File: config.mk
export PLATFORM = sky130hd
export DESIGN_NAME = synth_prog_port
export DESIGN_NICKNAME = d
export VERILOG_FILES = /design/src/rtl/synth_prog_pkg.sv /design/src/rtl/synth_pin_sync.sv /design/src/rtl/synth_shift_reg.sv /design/src/rtl/synth_latch_bank.sv /design/src/rtl/synth_prog_port.sv
export SDC_FILE = /design/constraint.sdc
export NUM_CORES = 1
export LEC_CHECK = 0
export BUFFER_PORTS_ARGS = -buffer_cell sky130_fd_sc_hd__buf_2
export CORE_MARGIN = 4
export CORE_UTILIZATION = 55
export CTS_BUF_LIST = sky130_fd_sc_hd__clkbuf_8
export DETAILED_ROUTE_END_ITERATION = 12
export PLACE_DENSITY = 0.8
export SYNTH_ARGS = -nofsm -noshare
export SYNTH_HDL_FRONTEND = slang
export SYNTH_SLANG_ARGS = --single-unit
File: constraint.sdc
create_clock -name clk -period 2.4 [get_ports clk]
set_input_delay 0.24 -clock clk [delete_from_list [all_inputs] [get_ports clk]]
set_output_delay 0.24 -clock clk [all_outputs]
set_load 0.05 [all_outputs]
File: src/rtl/synth_prog_pkg.sv
package synth_prog_pkg;

    // field widths of the latched values
    localparam int R_W = 14;
    localparam int A_W = 7;
    localparam int B_W = 11;

    // frame layout, derived from the widths
    localparam int CTRL_BIT = 0;
    localparam int R_LSB    = CTRL_BIT + 1;
    localparam int PSEL_BIT = R_LSB + R_W;
    localparam int A_LSB    = CTRL_BIT + 1;
    localparam int B_LSB    = A_LSB + A_W;
    localparam int FRAME_W  = B_LSB + B_W;

    // limits and reset values
    localparam int R_MIN    = 3;
    localparam int R_RST    = 3;
    localparam int A_RST    = 0;
    localparam int B_RST    = 3;
    localparam bit PSEL_RST = 1'b1;

    // serial pin indices in the synchronized pin vector
    localparam int PIN_LE  = 0;
    localparam int PIN_DAT = 1;
    localparam int PIN_CLK = 2;
    localparam int N_PINS  = 3;

    typedef struct packed {
        logic [R_W-1:0] ref_div;
        logic           psel;
        logic [A_W-1:0] swal;
        logic [B_W-1:0] main;
    } div_set_t;

endpackage

File: src/rtl/synth_pin_sync.sv
module synth_pin_sync #(
    parameter int WIDTH  = 3,
    parameter int STAGES = 2
) (
    input  logic             clk,
    input  logic             rst_n,
    input  logic [WIDTH-1:0] pin_i,
    output logic [WIDTH-1:0] level_o
);

    localparam int LAST = STAGES - 1;

    for (genvar g = 0; g < WIDTH; g++) begin : g_pin
        logic [STAGES-1:0] chain_d;
        logic [STAGES-1:0] chain_q;

        always_comb begin
            chain_d = {chain_q[STAGES-1:0], pin_i[g]};
        end

        always_ff @(posedge clk or negedge rst_n) begin
            if (!rst_n) begin
                chain_q <= '0;
            end else begin
                chain_q <= chain_d;
            end
        end

        assign level_o[g] = chain_q[LAST];
    end

endmodule

File: src/rtl/synth_shift_reg.sv
module synth_shift_reg #(
    parameter int FRAME_W = synth_prog_pkg::FRAME_W
) (
    input  logic               clk,
    input  logic               rst_n,
    input  logic               shift_i,
    input  logic               bit_i,
    output logic [FRAME_W-1:0] word_o
);

    logic [FRAME_W-1:0] word_d;
    logic [FRAME_W-1:0] word_q;

    always_comb begin
        word_d = word_q;
        if (shift_i) begin
            word_d = {word_q[FRAME_W-2:0], bit_i};
        end
    end

    always_ff @(posedge clk or negedge rst_n) begin
        if (!rst_n) begin
            word_q <= '0;
        end else begin
            word_q <= word_d;
        end
    end

    assign word_o = word_q;

endmodule

File: src/rtl/synth_latch_bank.sv
module synth_latch_bank
    import synth_prog_pkg::*;
(
    input  logic               clk,
    input  logic               rst_n,
    input  logic               load_i,
    input  logic [FRAME_W-1:0] word_i,
    output div_set_t           set_o
);

    localparam logic [R_W-1:0] R_FLOOR = R_W'(R_MIN);

    div_set_t       set_d;
    div_set_t       set_q;
    logic [R_W-1:0] ref_field;
    logic           ref_ok;

    always_comb begin
        ref_field = word_i[R_LSB +: R_W];
        ref_ok    = (ref_field >= R_FLOOR);
        set_d     = set_q;
        if (load_i) begin
            if (word_i[CTRL_BIT]) begin
                if (ref_ok) begin
                    set_d.ref_div = ref_field;
                    set_d.psel    = word_i[PSEL_BIT];
                end
            end else begin
                set_d.swal = word_i[A_LSB +: A_W];
                set_d.main = word_i[B_LSB +: B_W];
            end
        end
    end

    always_ff @(posedge clk or negedge rst_n) begin
        if (!rst_n) begin
            set_q.ref_div <= R_W'(R_RST);
            set_q.psel    <= PSEL_RST;
            set_q.swal    <= A_W'(A_RST);
            set_q.main    <= B_W'(B_RST);
        end else begin
            set_q <= set_d;
        end
    end

    assign set_o = set_q;

endmodule

File: src/rtl/synth_prog_port.sv
module synth_prog_port
    import synth_prog_pkg::*;
#(
    parameter int SYNC_STAGES = 2
) (
    input  logic           clk,
    input  logic           rst_n,
    input  logic           ser_clk,
    input  logic           ser_dat,
    input  logic           ser_le,
    output logic [R_W-1:0] div_ref,
    output logic           pscl_sel,
    output logic [A_W-1:0] cnt_swallow,
    output logic [B_W-1:0] cnt_main,
    output logic           sw_en,
    output logic           proto_err
);

    typedef struct packed {
        logic le_prev;
        logic sclk_prev;
        logic err;
    } ctl_t;

    logic [N_PINS-1:0]  pins_raw;
    logic [N_PINS-1:0]  pins_lvl;
    logic [FRAME_W-1:0] frame_w;
    div_set_t           div_set_w;
    ctl_t               ctl_d;
    ctl_t               ctl_q;

    logic le_lvl_w;
    logic sclk_lvl_w;
    logic le_rise_w;
    logic le_fall_w;
    logic sclk_rise_w;
    logic viol_w;
    logic load_w;

    always_comb begin
        pins_raw          = '0;
        pins_raw[PIN_LE]  = ser_le;
        pins_raw[PIN_DAT] = ser_dat;
        pins_raw[PIN_CLK] = ser_clk;
    end

    synth_pin_sync #(
        .WIDTH  (N_PINS),
        .STAGES (SYNC_STAGES)
    ) sync_i (
        .clk     (clk),
        .rst_n   (rst_n),
        .pin_i   (pins_raw),
        .level_o (pins_lvl)
    );

    always_comb begin
        le_lvl_w    = pins_lvl[PIN_LE];
        sclk_lvl_w  = pins_lvl[PIN_CLK];
        le_rise_w   = le_lvl_w & ~ctl_q.le_prev;
        le_fall_w   = ~le_lvl_w & ctl_q.le_prev;
        sclk_rise_w = sclk_lvl_w & ~ctl_q.sclk_prev;
        viol_w      = (le_rise_w | le_fall_w) & sclk_lvl_w;
        load_w      = le_rise_w & ~sclk_lvl_w;

        ctl_d           = ctl_q;
        ctl_d.le_prev   = le_lvl_w;
        ctl_d.sclk_prev = sclk_lvl_w;
        if (viol_w) begin
            ctl_d.err = 1'b1;
        end else if (load_w) begin
            ctl_d.err = 1'b0;
        end
    end

    always_ff @(posedge clk or negedge rst_n) begin
        if (!rst_n) begin
            ctl_q <= '0;
        end else begin
            ctl_q <= ctl_d;
        end
    end

    synth_shift_reg #(
        .FRAME_W (FRAME_W)
    ) shift_i (
        .clk     (clk),
        .rst_n   (rst_n),
        .shift_i (sclk_rise_w),
        .bit_i   (pins_lvl[PIN_DAT]),
        .word_o  (frame_w)
    );

    synth_latch_bank latch_i (
        .clk    (clk),
        .rst_n  (rst_n),
        .load_i (load_w),
        .word_i (frame_w),
        .set_o  (div_set_w)
    );

    assign div_ref     = div_set_w.ref_div;
    assign pscl_sel    = div_set_w.psel;
    assign cnt_swallow = div_set_w.swal;
    assign cnt_main    = div_set_w.main;
    assign sw_en       = le_lvl_w;
    assign proto_err   = ctl_q.err;

endmodule

==> results.md <==
- Outcome: complete, no violations
- Netlist Area Pre-Place: around 0.0022 mm^2
- CTS Buffer Depth: 2
- Most used flip-flop cell after synthesis: dfrtp_1
- R2R Path Start: shift_i.word_o[12]$_DFFE_PN0P_
- Crit path capture: latch_i.set_o[18]$_DFFE_PN1P_
- Int Pwr: about 2.4 mW
- Ys Warns: 0
- Std cell rows: 22
- Cell taking the most area after synthesis: dfrtp_1
- TritonRoute pass-1 iters: 4
- Worst Path Required: about 2.7 ns
- Starting Density: 58.96%
- HPWL Detailed: 2.658 mm
- Worst vdd ir: around 0.74 mV
- Top post-synthesis cells by area: dfrtp_1 (63%), mux2_2 (20%), dfstp_2 (5.9%)
- Combinational power share: approximately a third
- Routed wire length per instance: ~17 um
- Clock network fraction of design power: 25.0%
- Seq pwr share: approximately two fifths
- DRT iter0 DRCs: 67
- I/O pin count: 40
- Worst Setup Start Kind: flop
- Psw: 1.580 mW
- Core area: 0.003799 mm^2
- Input/output buffers: 39
- Die height: 71.81 um
- Max-slew violations: 0
- Min Hold Slack: 0.3483 ns
- P_leak: ~1.4 nW
- Tot GR Track Use: 18.84%
- Slew @ Worst Pin: 0.5493 ns
- RSZ-0062 raised after global routing: no
- Syn avg cell area: roughly 17 um^2
- Critical-path cell list: or4_1 -> o41ai_4 -> mux2_2
- Final min period: between 1.5 and 2 ns
- Area delta synth->final: 24.25%
- Antenna viol nets, final: 0
- GPL Wtd Cong: roughly 0.71
- Critical path's slowest cell: or4_1
- Final net count: between 150 and 200
- CTS Root Cell: clkbuf_8
- Via density: approximately 5.4
- Synth cell count leaders: dfrtp_1 (56), mux2_2 (40), a22o_1 (11)
- Bufs and invs on worst path: 0
- Via count: around 1,300
- Vias in the first global route: 1,414
- Synth Instances: 132
- Critical path's largest stage delay: between 0.5 and 0.6 ns
- Layout Skew: 0.005234 ns
- Fraction of registers with async set/reset: 100.0%
- #FFs+latches synth: 61
- Final Hold Fails: 0
- Switching fraction of total power: about two fifths
- Initial antenna violation count: 0
- Final Setup Violations: 0
- Library cells used by synthesis: 19
- CTS tree: yes
- Worst Hold Class: flop to flop
- CP Capture Type: flop
- CP Launch Point: shift_i.word_o[12]$_DFFE_PN0P_
- Die width: ~72 um
- Top-count cell post-synth: dfrtp_1
- DRC Markers: 0
- Setup TNS: 0 ns
- Maximum clock rate: roughly 500 MHz
- First-pass GRT wire length: 7.113 mm
- Register area share after synthesis: approximately two thirds
- Latest clock arrival within the worst-skew pair: around 0.33 ns
- Antenna cells: 0
- Pin count of the biggest net entering global routing: between 60 and 70
- WP depth: 3
- CTS Hold Buffers Added: 3
- Total grt overflow: 0
- Number of post-CTS setup repair buffers: 0
- Worst Setup Path Type: flop to flop
- Worst R2R Setup Slack: between 0.4 and 0.5 ns
- Worst Hold Depth: 0
- Pwr dens: between 1000 and 1500 mW/mm^2
- WP data arrival: 2.24 ns
- Tcrit/Tclk final: ~80%
- Crit-path leading delay family: simple AND/OR/NAND/NOR gates
- Final wirelength: approximately 4.1 mm
- Yosys top cell area share: between 60% and 70%
- Share of cells above drive strength 1: 57.07%
- Maxcap violations: 0
- H-tree levels: 3
- CTS Sinks: just over 60
- Worst r2r path cells: 3
- Worst slew margin: about 63%
- Reg clk slew, reported paths: ~0.070 ns
- Number of flops mapped to enable cells by yosys: 0
- Number of CTS-inserted buffers: 9
- Die area: between 0.005 and 0.006 mm^2
- Critical R2R Capture: latch_i.set_o[18]$_DFFE_PN1P_
- Max FO, Critical Path: 6
- Syn_nets: between 100 and 150
- PostCTS Resize Cnt: 0
## metrics by stage
step	instance area, um^2	setup slack (ns)	std cells	power (mW)	utilization [%]
5_1_grt	2783	0.2884	239	4.203	73.25
6_report	2783	0.4208	239	4.010	73.25
2_1_floorplan	2240	0.2265	132	2.651	-
4_1_cts	2773	0.4158	238	4.052	72.99
3_3_place_gp	2517	0.4749	219	2.974	66.27
3_5_place_dp	2517	0.4281	219	3.020	66.27
## cells in the final DEF, fill, tap and decap left out
| cell type | synthesis | final |
|---|---|---|
| a21oi_1 | 2 | 2 |
| a22o_1 | 11 | 11 |
| a22o_2 | 1 | 1 |
| and2_1 | 1 | 1 |
| and3b_1 | 1 | 1 |
| buf_12 | 0 | 1 |
| buf_2 | 1 | 39 |
| buf_4 | 0 | 4 |
| bufinv_16 | 0 | 2 |
| clkbuf_8 | 0 | 11 |
| clkinv_2 | 0 | 2 |
| dfrtp_1 | 56 | 56 |
| dfstp_2 | 5 | 5 |
| dlygate4sd3_1 | 0 | 4 |
| ha_1 | 1 | 1 |
| inv_1 | 3 | 4 |
| mux2_2 | 40 | 40 |
| nor2b_1 | 1 | 1 |
| nor3_2 | 1 | 1 |
| o41ai_4 | 1 | 1 |
| or4_1 | 1 | 1 |
| or4_4 | 2 | 2 |
## logic make-up after synthesis
group           count (synthesis)  share of synthesized area [%]
compound gates                 15                          6.425
fa+ha+maj                       1                         0.5586
buf+inv                         8                          1.732
flops                          61                          68.44
mux                            40                          20.11
simple gates                    7                          2.738
## power by group through the flow
stage	Sequential (mW)	Combinational (mW)	Clock [mW]
floorplan	2.29	0.364	0
global placement	1.63	1.34	0
detailed placement	1.65	1.37	0
CTS	1.65	1.38	1.03
global route	1.69	1.42	1.08
finish	1.65	1.36	1.00
## worst min-delay path by stage
stage	end	slack (ns)	start
floorplan	ctl_q[1]$_DFF_PN0_	-0.06	rst_n
global placement	latch_i.set_o[13]$_DFFE_PN0P_	0.26	rst_n
detailed placement	latch_i.set_o[15]$_DFFE_PN0P_	0.27	rst_n
CTS	sync_i.g_pin[2].chain_q[0]$_DFF_PN0_	0.001	ser_clk
global route	sync_i.g_pin[1].chain_q[1]$_DFF_PN0_	0.36	sync_i.g_pin[1].chain_q[0]$_DFF_PN0_
finish	sync_i.g_pin[1].chain_q[1]$_DFF_PN0_	0.35	sync_i.g_pin[1].chain_q[0]$_DFF_PN0_
## metal layers
layer  global-route usage [%]  part of all wire, %
met2                    29.29                   50
met4                    6.889                  1.6
met1                    23.07                   42
met3                    8.836                  6.3
met5                        0                    0
## sequential cells by signal (all words and copies together) (netlist names)
name	cells
shift_i.word_o	19
latch_i.set_o	33
ctl_q	2
proto_err	1
sync_i.g_pin.chain_q	6
## cell type report
type | instances | area, um^2
clock buffers | 11 | 151.4
clock inverters | 5 | 73.82
fillers | 256 | 1016
inverters | 3 | 11.26
multi-input cells | 63 | 668.1
flip-flops and latches | 61 | 1533
well taps | 48 | 60.06
repair buffers | 48 | 285.3
No activity file was read; power rests on OpenSTA's default activity.
